$ cat src/rtl/xw_pkg.sv
package xw_pkg;
  typedef enum logic [1:0] {
    KIND_SECTION = 2'd0,
    KIND_SUPER   = 2'd1,
    KIND_LARGE   = 2'd2,
    KIND_SMALL   = 2'd3
  } xw_kind_e;

  typedef struct packed {
    logic        fault;
    logic        next;
    xw_kind_e    kind;
    logic [39:0] pa;
    logic [31:0] l2_base;
  } xw_dec_t;
endpackage

$ cat src/rtl/xw_base_sel.sv
module xw_base_sel #(
  parameter int VA_W   = 32,
  parameter int NSEL_W = 3
) (
  input  logic [VA_W-1:0]   va,
  input  logic [NSEL_W-1:0] split_n,
  input  logic [VA_W-1:0]   base0,
  input  logic [VA_W-1:0]   base1,
  output logic [VA_W-1:0]   base
);
  logic [VA_W-1:0] top_mask;
  logic            hi_region;

  always_comb begin
    top_mask  = ~({VA_W{1'b1}} >> split_n);
    hi_region = |(va & top_mask);
    base      = hi_region ? base1 : base0;
  end
endmodule

$ cat src/rtl/xw_desc_decode.sv
module xw_desc_decode
  import xw_pkg::*;
#(
  parameter int LEVEL = 1
) (
  input  logic [31:0] desc,
  input  logic [31:0] va,
  output xw_dec_t     dec
);
  localparam int PTR_ALIGN = 10;

  generate
    if (LEVEL == 1) begin : g_first
      always_comb begin
        dec = '0;
        unique case (desc[1:0])
          2'b01: begin
            dec.next    = 1'b1;
            dec.l2_base = {desc[31:PTR_ALIGN], {PTR_ALIGN{1'b0}}};
          end
          2'b10: begin
            if (desc[18]) begin
              dec.kind = KIND_SUPER;
              dec.pa   = {desc[15:8], desc[31:24], va[23:0]};
            end else begin
              dec.kind = KIND_SECTION;
              dec.pa   = {8'h00, desc[31:20], va[19:0]};
            end
          end
          default: dec.fault = 1'b1;
        endcase
      end
    end else begin : g_second
      always_comb begin
        dec = '0;
        if (desc[1]) begin
          dec.kind = KIND_SMALL;
          dec.pa   = {8'h00, desc[31:12], va[11:0]};
        end else if (desc[0]) begin
          dec.kind = KIND_LARGE;
          dec.pa   = {8'h00, desc[31:16], va[15:0]};
        end else begin
          dec.fault = 1'b1;
        end
      end
    end
  endgenerate
endmodule

$ cat src/rtl/xw_walker.sv
module xw_walker
  import xw_pkg::*;
#(
  parameter int VA_W   = 32,
  parameter int PA_W   = 40,
  parameter int NSEL_W = 3
) (
  input  logic              clk,
  input  logic              rst_n,
  input  logic [NSEL_W-1:0] ctl_split_n,
  input  logic [VA_W-1:0]   ctl_base0,
  input  logic [VA_W-1:0]   ctl_base1,
  input  logic              req_valid,
  output logic              req_ready,
  input  logic [VA_W-1:0]   req_va,
  output logic              rsp_valid,
  input  logic              rsp_ready,
  output logic [PA_W-1:0]   rsp_pa,
  output logic [1:0]        rsp_kind,
  output logic              rsp_fault,
  output logic              rsp_fault_lvl,
  output logic              mem_req_valid,
  input  logic              mem_req_ready,
  output logic [VA_W-1:0]   mem_req_addr,
  input  logic              mem_rsp_valid,
  input  logic [31:0]       mem_rsp_data
);
  localparam int L1_IDX_W = 12;
  localparam int L2_IDX_W = 8;
  localparam int DESC_SH  = 2;
  localparam int L1_PAD   = VA_W - L1_IDX_W - DESC_SH;
  localparam int L2_PAD   = VA_W - L2_IDX_W - DESC_SH;

  typedef enum logic [2:0] {
    S_IDLE, S_L1_REQ, S_L1_WAIT, S_L2_REQ, S_L2_WAIT, S_RESP
  } state_e;

  state_e          state_q;
  logic [VA_W-1:0] va_q, base_q, l2_base_q, sel_base;
  logic [PA_W-1:0] pa_q;
  xw_kind_e        kind_q;
  logic            fault_q, lvl_q;
  xw_dec_t         dec1, dec2;

  xw_base_sel #(.VA_W(VA_W), .NSEL_W(NSEL_W)) u_sel (
    .va(req_va), .split_n(ctl_split_n),
    .base0(ctl_base0), .base1(ctl_base1), .base(sel_base)
  );

  xw_desc_decode #(.LEVEL(1)) u_dec1 (.desc(mem_rsp_data), .va(va_q), .dec(dec1));
  xw_desc_decode #(.LEVEL(2)) u_dec2 (.desc(mem_rsp_data), .va(va_q), .dec(dec2));

  assign req_ready     = (state_q == S_IDLE);
  assign rsp_valid     = (state_q == S_RESP);
  assign mem_req_valid = (state_q == S_L1_REQ) || (state_q == S_L2_REQ);
  assign rsp_pa        = pa_q;
  assign rsp_kind      = kind_q;
  assign rsp_fault     = fault_q;
  assign rsp_fault_lvl = lvl_q;

  always_comb begin
    if (state_q == S_L2_REQ)
      mem_req_addr = l2_base_q + {{L2_PAD{1'b0}}, va_q[19:12], {DESC_SH{1'b0}}};
    else
      mem_req_addr = base_q + {{L1_PAD{1'b0}}, va_q[31:20], {DESC_SH{1'b0}}};
  end

  always_ff @(posedge clk) begin
    if (!rst_n) begin
      state_q   <= S_IDLE;
      va_q      <= '0;
      base_q    <= '0;
      l2_base_q <= '0;
      pa_q      <= '0;
      kind_q    <= KIND_SECTION;
      fault_q   <= 1'b0;
      lvl_q     <= 1'b0;
    end else begin
      unique case (state_q)
        S_IDLE: if (req_valid) begin
          va_q    <= req_va;
          base_q  <= sel_base;
          state_q <= S_L1_REQ;
        end
        S_L1_REQ: if (mem_req_ready) state_q <= S_L1_WAIT;
        S_L1_WAIT: if (mem_rsp_valid) begin
          if (dec1.next) begin
            l2_base_q <= dec1.l2_base;
            state_q   <= S_L2_REQ;
          end else begin
            fault_q <= dec1.fault;
            lvl_q   <= 1'b0;
            pa_q    <= dec1.fault ? '0 : dec1.pa;
            kind_q  <= dec1.kind;
            state_q <= S_RESP;
          end
        end
        S_L2_REQ: if (mem_req_ready) state_q <= S_L2_WAIT;
        S_L2_WAIT: if (mem_rsp_valid) begin
          fault_q <= dec2.fault;
          lvl_q   <= dec2.fault;
          pa_q    <= dec2.fault ? '0 : dec2.pa;
          kind_q  <= dec2.kind;
          state_q <= S_RESP;
        end
        S_RESP: if (rsp_ready) state_q <= S_IDLE;
        default: state_q <= S_IDLE;
      endcase
    end
  end


  mem_hold_chk: assert property (@(posedge clk) disable iff (!rst_n)
    mem_req_valid && !mem_req_ready |=> mem_req_valid && $stable(mem_req_addr));

  rsp_hold_chk: assert property (@(posedge clk) disable iff (!rst_n)
    rsp_valid && !rsp_ready |=> rsp_valid && $stable(rsp_pa) && $stable(rsp_fault)
      && $stable(rsp_kind) && $stable(rsp_fault_lvl));

  busy_refuse_chk: assert property (@(posedge clk) disable iff (!rst_n)
    rsp_valid |-> !req_ready);

  one_outstanding_chk: assert property (@(posedge clk) disable iff (!rst_n)
    mem_req_valid |-> !rsp_valid && !req_ready);

  fault_zero_pa_chk: assert property (@(posedge clk) disable iff (!rst_n)
    rsp_valid && rsp_fault |-> rsp_pa == '0);

  upper_zero_chk: assert property (@(posedge clk) disable iff (!rst_n)
    rsp_valid && !rsp_fault && rsp_kind != KIND_SUPER |-> rsp_pa[PA_W-1:32] == '0);
endmodule

$ cat config.mk
export PLATFORM = sky130hd
export DESIGN_NAME = xw_walker
export DESIGN_NICKNAME = d
export VERILOG_FILES = /design/src/rtl/xw_pkg.sv /design/src/rtl/xw_base_sel.sv /design/src/rtl/xw_desc_decode.sv /design/src/rtl/xw_walker.sv
export SDC_FILE = /design/constraint.sdc
export NUM_CORES = 1
export LEC_CHECK = 0
export BUFFER_PORTS_ARGS = -buffer_cell sky130_fd_sc_hd__buf_2
export CORE_ASPECT_RATIO = 0.75
export CORE_MARGIN = 2
export CORE_UTILIZATION = 50
export DETAILED_ROUTE_END_ITERATION = 10
export GPL_ROUTABILITY_DRIVEN = 0
export HOLD_SLACK_MARGIN = 0.05
export PLACE_DENSITY = 0.79
export SLEW_MARGIN = 30
export SYNTH_ARGS = -nofsm -noshare
export SYNTH_HDL_FRONTEND = slang
export SYNTH_SLANG_ARGS = --single-unit
$ cat constraint.sdc
create_clock -name clk -period 4.5 [get_ports clk]
set_input_delay 0.45 -clock clk [delete_from_list [all_inputs] [get_ports clk]]
set_output_delay 0.45 -clock clk [all_outputs]
set_load 0.01 [all_outputs]
# Yosys cells after proc, flatten, opt, wreduce, memory -nomap -nowiden
# Cells that the tools add are included.
[word_totals] regBits=143 out_inout_bits=79 elab_cells=72
[op_classes] n_addsub=2 eq_ne=14 shifts=1 muxes=36 bitwise_logic=2 n_reduce_logical=9
[ops] cell="two-way mux 40 bit" count=5
[ops] cell="two-way mux 42 bit" count=3
[ops] cell="two-way mux 32 bit" count=3
[ops] cell="case mux 40 bit (2 select lines)" count=1
[ops] cell="two-way mux 41 bit" count=1
[ops] cell="adder 32 x 10 -> 32 bit" count=1
[ops] cell="adder 32 x 14 -> 32 bit" count=1
[ops] cell="AND 32 bit" count=1
[ops] cell="NOT 32 bit" count=1
[ops] cell="OR reduction 32 bit" count=1
[ops] cell=">> shifter 32 x 3 -> 32 bit (first input constant)" count=1
[ops] cell="two-way mux 3 bit" count=7
[ops] cell="case mux 3 bit (6 select lines)" count=1
[ops] cell="inequality test 2 bit (second input constant)" count=6
[ops] cell="two-way mux 1 bit" count=9
[ops] cell="== test 3 x 2 -> 1 bit (second input constant)" count=2
[ops] cell="== test 3 bit (second input constant)" count=2
[ops] cell="two-way mux 2 bit" count=3
[ops] cell="AND reduction 6 bit" count=1
[ops] cell="case mux 1 bit (2 select lines)" count=2
[ops] cell="case mux 2 bit (2 select lines)" count=1
[ops] cell="AND reduction 4 bit" count=1
[ops] cell="== test 3 x 1 -> 1 bit (second input constant)" count=1
[ops] cell="logical NOT 3 bit" count=1
[ops] cell="other kinds (8)" count=8

# Longest topological paths before layout
# Gate-level depths: netlist of the first run.
[logic_depth] depth_word=6 ltp_mapped=10

# Cells and area by module
# From an unflattened synthesis of the first run, not the netlist that was laid out.
[hier_totals] cells_unflattened=1308 hier_area_um2=10507.6
[modules_own_cells] mod="xw_walker" instances=1 cells_per_inst=925 area_per_inst_um2=7709.9 seq_area_each_um2=2862.7
[modules_own_cells] mod="xw_base_sel" instances=1 cells_per_inst=210 area_per_inst_um2=1604.0 seq_area_each_um2=0.0
[modules_own_cells] mod="xw_desc_decode (u_dec1)" instances=1 cells_per_inst=92 area_per_inst_um2=633.1 seq_area_each_um2=0.0
[modules_own_cells] mod="xw_desc_decode (u_dec2)" instances=1 cells_per_inst=81 area_per_inst_um2=560.5 seq_area_each_um2=0.0

# Worst setup path before layout of the first run
# No wires, ideal clock.
[synth_timing] path_kind="reg2out" start="register base_q[2]" end="output mem_req_addr[28]" arrival_ns=2.434 path_slack_ns=1.616 stages_incl_launch_ff=9 n_path_buf=0 cell_sequence="dfxtp_1 ha_1 fa_1 a21o_1 a311o_1 a211oi_2 nor4b_1 xnor2_1 o21ai_0"
[synth_via] elab_chain_cells=2
[synth_lines] item="start: declaration" line_no="xw_walker.sv:39" text="logic [VA_W-1:0] va_q, base_q, l2_base_q, sel_base;"
[synth_lines] item="start signal: assignment" line_no="xw_walker.sv:82" text="base_q <= sel_base;"
[synth_lines] item="adder 32 x 14 -> 32 bit" line_no="xw_walker.sv:65" text="mem_req_addr = base_q + {{L1_PAD{1'b0}}, va_q[31:20], {DESC_SH{1'b0}}};"
[synth_lines] item="two-way mux 32 bit" line_no="xw_walker.sv:62" text="if (state_q == S_L2_REQ)"
[synth_lines] item="end: declaration" line_no="xw_walker.sv:24" text="output logic [VA_W-1:0] mem_req_addr,"
# Every way passes these cells.

# Worst setup path after layout of the first run
[layout_timing] start="register va_q[20]" end="output mem_req_addr[20]"
[layout_via] elab_chain_cells=2
[layout_lines] item="start: declaration" line_no="xw_walker.sv:39"
[layout_lines] item="start signal: assignment" line_no="xw_walker.sv:81" text="va_q <= req_va;"
[layout_lines] item="adder 32 x 14 -> 32 bit" line_no="xw_walker.sv:65"
[layout_lines] item="two-way mux 32 bit" line_no="xw_walker.sv:62"
# Every way passes these cells.

==> Implementation_results.wiki, run 1 <==
{| class="wikitable"
! Metric !! Value
|-
| Switching component of the power || around 1500 uW
|-
| I/O pin count || 216
|-
| Share of synthesized area occupied by flip-flops and latches || 0.406
|-
| Cts hold-fix bufs || 0
|-
| NumNets Final || between 1000 and 1500
|-
| Total setup buffers inserted after CTS || 0
|-
| Clk pin slew, worst setup/hold paths || 70 ps
|-
| Worst slack at placement || 1200 ps
|-
| Fraction of synthesized cell area in xor and xnor cells || 0.0334
|-
| Flop2flop setup slack || 1930 ps
|-
| Post-cts resize count || 0
|-
| Pins over their slew limit || 0
|-
| Simple-gate share of the synthesized area || 0.175
|-
| Flip-flop and latch count after synthesis || 133
|-
| Post-route antenna net violation count || 0
|-
| Top cell type's share of synthesized area || 0.406
|-
| Worst endpoint required time || 4050 ps
|-
| Crit Path Max Fanout || 8
|-
| Number of hold-slack violations in the final timing report || 0
|-
| Final core area utilization || 0.637
|-
| Crit path launch || va_q[20]$_SDFFE_PN0P_
|-
| Pre-antenna DRT Iters || 5
|-
| Static power due to leakage || 0.00353 uW
|-
| Total Negative Setup Slacks || 0 ps
|-
| Final critical-path share of the clock period || 0.848
|-
| Power share of the clock group || 0.317
|-
| Multiplexer share of the synthesized area || 0.0506
|-
| Via count of the first global-routing pass || ~5700
|-
| Cell accounting for the most synthesized area || sky130_fd_sc_hd__dfxtp_1
|-
| Worst Setup Path Type || reg2out
|-
| Leading cell type in the layout, fill and taps excluded || sky130_fd_sc_hd__buf_2
|-
| Routed wire per std cell || ~16 um
|-
| Worst setup path end || mem_req_addr[20]
|-
| Cell Pwr Density || 505 nW/um^2
|-
| Net Sw Frac || 0.373
|-
| Largest family of logic cells by synthesized area || compound AO/OA/AOI/OAI gates
|-
| Number of antenna violations at the first check in global routing || 0
|-
| Post-Route Skew || roughly 6.4 ps
|-
| Result of the run || complete, no violations
|-
| TritonCTS clock tree || built
|-
| Tightest slew margin relative to the limit || 0.389
|-
| Share of cells above drive strength 1 || 0.261
|-
| Number of CTS-inserted buffers || 17
|-
| PortBufs || 209
|-
| Library cells used by synthesis || 59
|-
| Proportion of register bits with asynchronous set or reset after synthesis || 0
|-
| Worst VDD drop || 0.338 mV
|-
| Synth Area in Adders || 0.0317
|-
| Power share of the combinational group || 0.309
|-
| Global-route wire length before repair || between 20000 and 30000 um
|-
| Number of standard-cell rows in the floorplan || 36
|-
| Placed wire-length estimate || between 10000 and 15000 um
|-
| Number of cells on the worst reg-to-reg path || 6
|-
| Most used cells in the layout excluding fill and tap cells || sky130_fd_sc_hd__buf_2, sky130_fd_sc_hd__nand2_1, sky130_fd_sc_hd__dfxtp_1
|-
| Part of the power in registers || 0.373
|-
| Die span in y || 103 um
|-
| Number of synthesized flops with an enable pin || 0
|-
| Post-synth design cell area || ~6600 um^2
|-
| F_max || around 260 MHz
|-
| Maximum number of pins on one net before global-route repair || 62
|-
| Count of unresolved DRC violations after routing || 0
|-
| Worst min path class || in2reg
|-
| Cell chosen for the clock root || sky130_fd_sc_hd__clkbuf_16
|-
| Startpoint type of the worst setup path || register
|-
| Count of antenna diodes in the layout || 0
|-
| Longest Clk Path Bufs || 2
|-
| Width of the chip || 136 um
|-
| Count of H-tree levels built during CTS || 4
|-
| Count of warnings emitted by yosys || 0
|-
| Max-Cap Viols || 0
|-
| Post-layout worst setup margin || 686 ps
|-
| Area of the die || 14000 um^2
|-
| Main area contributors after synthesis || sky130_fd_sc_hd__dfxtp_1, sky130_fd_sc_hd__nand2_1, sky130_fd_sc_hd__a21boi_0
|-
| Slew @ Worst Pin || roughly 920 ps
|-
| Violation count after the first detailed-route iteration || 359
|-
| Clock insertion delay at the later pin of the skew report || 420 ps
|-
| Launch point of the worst reg-to-reg path || state_q[2]$_SDFFE_PN0P_
|-
| Unrepaired setup endpoints after global routing || false
|-
| Aggregate global routing overflow || 0
|-
| Crit end category || output pin
|-
| Core Area || 12900 um^2
|-
| Effective utilization at floorplan || 0.508
|-
| Cell count after synthesis || 800
|-
| Total via count in the routed design || 6366
|-
| Sink Count || 133
|-
| Via-per-instance ratio || 5.46
|-
| Worst flop-to-flop path endpoint || rsp_pa[12]$_SDFFE_PN0P_
|-
| Worst hold path startpoint || req_va[1]
|-
| Primary flip-flop cell chosen by synthesis mapping || sky130_fd_sc_hd__dfxtp_1
|-
| Setup violation total in the final timing report || 0
|-
| Post-Syn Area per Cell || 8.19 um^2
|-
| Total nets after synthesis || 953
|-
| Area growth syn-to-layout || 25.4%
|-
| Drt total wl || approximately 18000 um
|-
| Pint || around 2600 uW
|-
| Area fraction in compound gates after synthesis || 0.261
|-
| Minimum clock period after layout || 3810 ps
|-
| All-layer global routing usage || 0.254
|-
| Arrival @ worst endpoint || 3360 ps
|}
-- worst min-delay path by stage --
stage | to | slack, ps | cells past startpoint
final | va_q[1]$_SDFFE_PN0P_ | 270 | 3
after global routing | va_q[12]$_SDFFE_PN0P_ | 280 | 3
after CTS | va_q[1]$_SDFFE_PN0P_ | 270 | 3
after detailed placement | rsp_pa[14]$_SDFFE_PN0P_ | 440 | 2
after global placement | rsp_pa[14]$_SDFFE_PN0P_ | 440 | 2
after floorplan | va_q[26]$_SDFFE_PN0P_ | 440 | 2
-- metal layers --
metal | vias up | global-route usage | wire, um | share of wire
li1 | 3196 | - | - | -
met1 | 2926 | 0.352 | 8320 | 0.46
met2 | 223 | 0.407 | 8200 | 0.45
met3 | 21 | 0.0492 | 1460 | 0.080
met4 | 0 | 0.0689 | 204 | 0.011
met5 | - | 0 | 0 | 0
-- synthesized netlist by cell type (2+ instances only) --
cell                         n
sky130_fd_sc_hd__a31o_2      3
sky130_fd_sc_hd__xnor2_1    22
sky130_fd_sc_hd__nor3b_1     4
sky130_fd_sc_hd__a221oi_1    8
sky130_fd_sc_hd__o211ai_1    2
sky130_fd_sc_hd__mux2i_1    32
sky130_fd_sc_hd__inv_1       9
sky130_fd_sc_hd__ha_1       15
sky130_fd_sc_hd__and3_1      7
sky130_fd_sc_hd__nand4_1     4
sky130_fd_sc_hd__a211oi_1    5
sky130_fd_sc_hd__a21o_1      8
sky130_fd_sc_hd__nor2b_1     6
sky130_fd_sc_hd__o21a_1      5
sky130_fd_sc_hd__clkbuf_1   47
sky130_fd_sc_hd__a21oi_1    59
sky130_fd_sc_hd__nor4_1      3
sky130_fd_sc_hd__a22oi_1    28
sky130_fd_sc_hd__buf_6       3
sky130_fd_sc_hd__nor4b_1     2
sky130_fd_sc_hd__and4_1      3
sky130_fd_sc_hd__nand2_1   159
sky130_fd_sc_hd__nand3_1     6
sky130_fd_sc_hd__xor2_1      3
sky130_fd_sc_hd__o21bai_1    3
sky130_fd_sc_hd__and2_1      7
sky130_fd_sc_hd__nor3_1     11
sky130_fd_sc_hd__buf_2       4
sky130_fd_sc_hd__dfxtp_1   133
sky130_fd_sc_hd__nor2_1     50
sky130_fd_sc_hd__a31oi_1     4
sky130_fd_sc_hd__o221ai_1    4
sky130_fd_sc_hd__a21boi_0   51
sky130_fd_sc_hd__o21ai_0    65
-- final cells by class --
class	count	area, um^2
clock inverters	15	135
repair buffers	217	1110
inverters	10	37.5
fillers	1157	4670
flip-flops and latches	133	2660
multi-input cells	602	3630
well taps	171	214
clock buffers	17	425
-- flip-flops by register name, indices dropped and copies added, names as in the netlist --
register and flops:
va_q 32, rsp_fault 1, rsp_kind 2, state_q 3, l2_base_q 22, base_q 32
rsp_pa 40, rsp_fault_lvl 1
-- stage by stage --
step | instance area, um^2 | power, uW | hold slack (ps) | std cells
after detailed placement | 7640 | 2840 | 444 | 1132
after global placement | 7630 | 2810 | 439 | 1132
after CTS | 8200 | 4160 | 265 | 1164
final | 8210 | 4150 | 270 | 1165
after floorplan | 6550 | 2390 | 440 | 800
after global routing | 8210 | 4380 | 277 | 1165
-- power by group through the flow --
stage               Sequential, uW  Combinational (uW)  Clock [uW]
floorplan                     1510                 881           0
global placement              1560                1250           0
detailed placement            1570                1270           0
CTS                           1540                1280        1330
global route                  1580                1430        1370
finish                        1550                1280        1320
-- cells by family (layout without fill, tap and decap cells) --
group / count (synthesis) / after routing
AOI/OAI and AO/OA: 261 / 261
and+or+nand+nor: 267 / 267
adders and majority gates: 16 / 16
muxes: 33 / 33
xor gates and xnor gates: 25 / 25
buffers and inverters: 65 / 259
DFF: 133 / 133
-- critical path, stage by stage, from the launching register on --
cell	delay (ps)
sky130_fd_sc_hd__dfxtp_1	340
sky130_fd_sc_hd__ha_1	240
sky130_fd_sc_hd__fa_1	420
sky130_fd_sc_hd__a21o_1	230
sky130_fd_sc_hd__a311o_1	400
sky130_fd_sc_hd__a211oi_2	590
sky130_fd_sc_hd__nor3b_1	140
sky130_fd_sc_hd__xnor2_1	150
sky130_fd_sc_hd__o21ai_0	240
sky130_fd_sc_hd__buf_2	190
(Power assumes the default switching activity.)
==> run 2: changes to the inputs <==
Settings changed: CORE_UTILIZATION 50 to 46, PLACE_DENSITY 0.79 to 0.77.
Clock period 4.5 ns to 3.34 ns, I/O delays scaled along.
==> Implementation_results.wiki, run 2 (synthesized netlist as in run 1, its figures left out) <==
{| class="wikitable"
! Metric !! Value
|-
| Hold slack final || 155 ps (-115 ps)
|-
| Switching component of the power || 2150 uW (+39%)
|-
| Share of cells above drive strength 1 || 0.270 (+0.00917)
|-
| F_max || 311 MHz
|-
| Global-route wire length before repair || 29500 um (+5.6%)
|-
| Max-Cap Viols || 0 (unchanged)
|-
| Placed wire-length estimate || 13500 um (+3.6%)
|-
| Cts hold-fix bufs || 0 (unchanged)
|-
| Sink Count || 133 (unchanged)
|-
| Via-per-instance ratio || 5.44 (-0.52%)
|-
| Clock insertion delay at the later pin of the skew report || 420 ps (about the same)
|-
| Number of hold-slack violations in the final timing report || 0 (unchanged)
|-
| Count of H-tree levels built during CTS || 4 (unchanged)
|-
| Worst endpoint required time || 3010 ps (-1040 ps)
|-
| Final critical-path share of the clock period || 0.961
|-
| TritonCTS clock tree || built
|-
| Net Sw Frac || 0.367 (-0.00531)
|-
| Number of CTS-inserted buffers || 17 (unchanged)
|-
| Cell Pwr Density || 698 nW/um^2 (+38%)
|-
| Width of the chip || 142 um (+4.1%)
|-
| Number of standard-cell rows in the floorplan || 37 (+2.8%)
|-
| Die span in y || 107 um (+4.1%)
|-
| Via count of the first global-routing pass || 5935 (+4.2%)
|-
| Worst Setup Path Type || reg2out
|-
| Number of flip-flops in the largest register || 40 (unchanged)
|-
| Aggregate global routing overflow || 0 (unchanged)
|-
| Cell chosen for the clock root || sky130_fd_sc_hd__clkbuf_16
|-
| Crit end category || output pin
|-
| Cell count after placement || 1144 (+1.1%)
|-
| Crit Path Max Fanout || 8 (unchanged)
|-
| Setup violation total in the final timing report || 0 (unchanged)
|-
| Number of cells on the worst reg-to-reg path || 6 (unchanged)
|-
| Final core area utilization || 0.607 (-0.0303)
|-
| Power share of the combinational group || 0.304 (-0.005)
|-
| Pins over their slew limit || 0 (unchanged)
|-
| Arrival @ worst endpoint || 2880 ps (-480 ps)
|-
| PnR Total Power || 5850 uW (+41%)
|-
| Area of the die || 15200 um^2 (+8.4%)
|-
| Maximum number of pins on one net before global-route repair || 63 (+1.6%)
|-
| Area growth syn-to-layout || 27.9%
|-
| Leading cell type in the layout, fill and taps excluded || sky130_fd_sc_hd__buf_2
|-
| Count of unresolved DRC violations after routing || 0 (unchanged)
|-
| Count of antenna diodes in the layout || 0 (unchanged)
|-
| I/O pin count || 216 (unchanged)
|-
| Tightest slew margin relative to the limit || 0.426 (+0.0370)
|-
| Clk pin slew, worst setup/hold paths || 60 ps (about the same)
|-
| Unrepaired setup endpoints after global routing || false
|-
| Result of the run || complete, no violations
|-
| Worst min path class || in2reg
|-
| Number of antenna violations at the first check in global routing || 0 (unchanged)
|-
| Effective utilization at floorplan || 0.475 (-0.0337)
|-
| Minimum clock period after layout || ~3200 ps
|-
| Startpoint type of the worst setup path || register
|-
| Total setup buffers inserted after CTS || 0 (unchanged)
|-
| Worst VDD drop || 0.405 mV (+20%)
|-
| Part of the power in registers || 0.358 (-0.015)
|-
| Worst Hold Depth || 3 (unchanged)
|-
| PortBufs || 209 (unchanged)
|-
| Total Negative Setup Slacks || 0 ps (unchanged)
|-
| Flop2flop setup slack || 930 ps (-1000 ps)
|-
| Longest Clk Path Bufs || 2 (unchanged)
|-
| Fin cells || 1176 (+0.94%)
|-
| Pint || 3700 uW (+42%)
|-
| All-layer global routing usage || 0.248 (-0.00606)
|-
| Total via count in the routed design || 6393 (+0.42%)
|-
| Post-Route Skew || 12.5 ps (+6.11 ps)
|-
| Pre-antenna DRT Iters || 6 (+1)
|-
| Power share of the clock group || 0.338 (+0.021)
|-
| Violation count after the first detailed-route iteration || 419 (+17%)
|-
| Core Area || 13800 um^2 (+7.1%)
|-
| Static power due to leakage || 0.00360 uW (+2.0%)
|-
| Slew @ Worst Pin || 858 ps (-57.6 ps)
|-
| Routed wire per std cell || 16.0 um (+2.8%)
|-
| NumNets Final || 1141 (+0.62%)
|-
| Drt total wl || 18900 um (+3.8%)
|-
| Post-route antenna net violation count || 0 (unchanged)
|-
| Most used cells in the layout excluding fill and tap cells || sky130_fd_sc_hd__buf_2, sky130_fd_sc_hd__nand2_1, sky130_fd_sc_hd__dfxtp_1
|}
[run 2: cell count changes in the layout (fill, tap and decap cells not counted), moves of 2 or more]
cell,previous run,this run
sky130_fd_sc_hd__buf_4,7,13
sky130_fd_sc_hd__inv_8,4,8
sky130_fd_sc_hd__o21ai_0,65,61
sky130_fd_sc_hd__o21ai_1,0,4
sky130_fd_sc_hd__inv_6,5,2
sky130_fd_sc_hd__buf_12,0,2
sky130_fd_sc_hd__bufinv_16,0,2
sky130_fd_sc_hd__clkinv_4,3,1
[run 2: what timing repair did]
action / CTS / global route
gates resized for setup: 4 / 5
pin swaps: 0 / 3
setup endpoints to repair: 5 / 13
[run 2: metrics by stage]
step / worst slack (ps) / area (um^2)
6_report: 129 / 8380
5_1_grt: 6.45 / 8380
4_1_cts: 25.5 / 8360
3_5_place_dp: 428 / 7720
3_3_place_gp: 430 / 7720
2_1_floorplan: 572 / 6550
[run 2: worst max-delay path, stage by stage (launching register included)]
cell and delay [ps]:
sky130_fd_sc_hd__dfxtp_1 350, sky130_fd_sc_hd__ha_2 210, sky130_fd_sc_hd__fa_2 350, sky130_fd_sc_hd__a21o_1 210
sky130_fd_sc_hd__a311o_1 360, sky130_fd_sc_hd__a211oi_2 210, sky130_fd_sc_hd__buf_4 200, sky130_fd_sc_hd__nor3_1 70
sky130_fd_sc_hd__xnor2_1 130, sky130_fd_sc_hd__o21ai_1 190, sky130_fd_sc_hd__buf_2 170
[run 2: final cells by class]
cell class / count / area, um^2
fillers: 1258 / 5420
repair buffers: 224 / 1180
multi-input cells: 602 / 3650
well taps: 175 / 219
clock buffers: 17 / 425
clock inverters: 15 / 200
flip-flops and latches: 133 / 2660
inverters: 10 / 37.5
[run 2: final timing paths]
path / from / endpoint
setup / recovery: va_q[20]$_SDFFE_PN0P_ / mem_req_addr[30]
hold / removal: mem_rsp_data[8] / rsp_pa[32]$_SDFFE_PN0P_
setup reg to reg: state_q[2]$_SDFFE_PN0P_ / rsp_pa[12]$_SDFFE_PN0P_
hold reg to reg: rsp_pa[14]$_SDFFE_PN0P_ / rsp_pa[14]$_SDFFE_PN0P_
[run 2: power by group through the flow]
stage / logic (uW) / registers, uW / clock network (uW)
final: 1780 / 2090 / 1980
after global routing: 1980 / 2130 / 2070
after CTS: 1770 / 2080 / 2000
after detailed placement: 1750 / 2110 / 0
after global placement: 1730 / 2110 / 0
after floorplan: 1190 / 2030 / 0
[run 2: metal layers]
| metal | GRT usage | part of all wire | vias up |
|---|---|---|---|
| li1 | - | - | 3208 |
| met1 | 0.336 | 0.46 | 2942 |
| met5 | 0 | 0 | - |
| met2 | 0.405 | 0.46 | 224 |
| met4 | 0.0686 | 0.010 | 0 |
| met3 | 0.0485 | 0.077 | 19 |
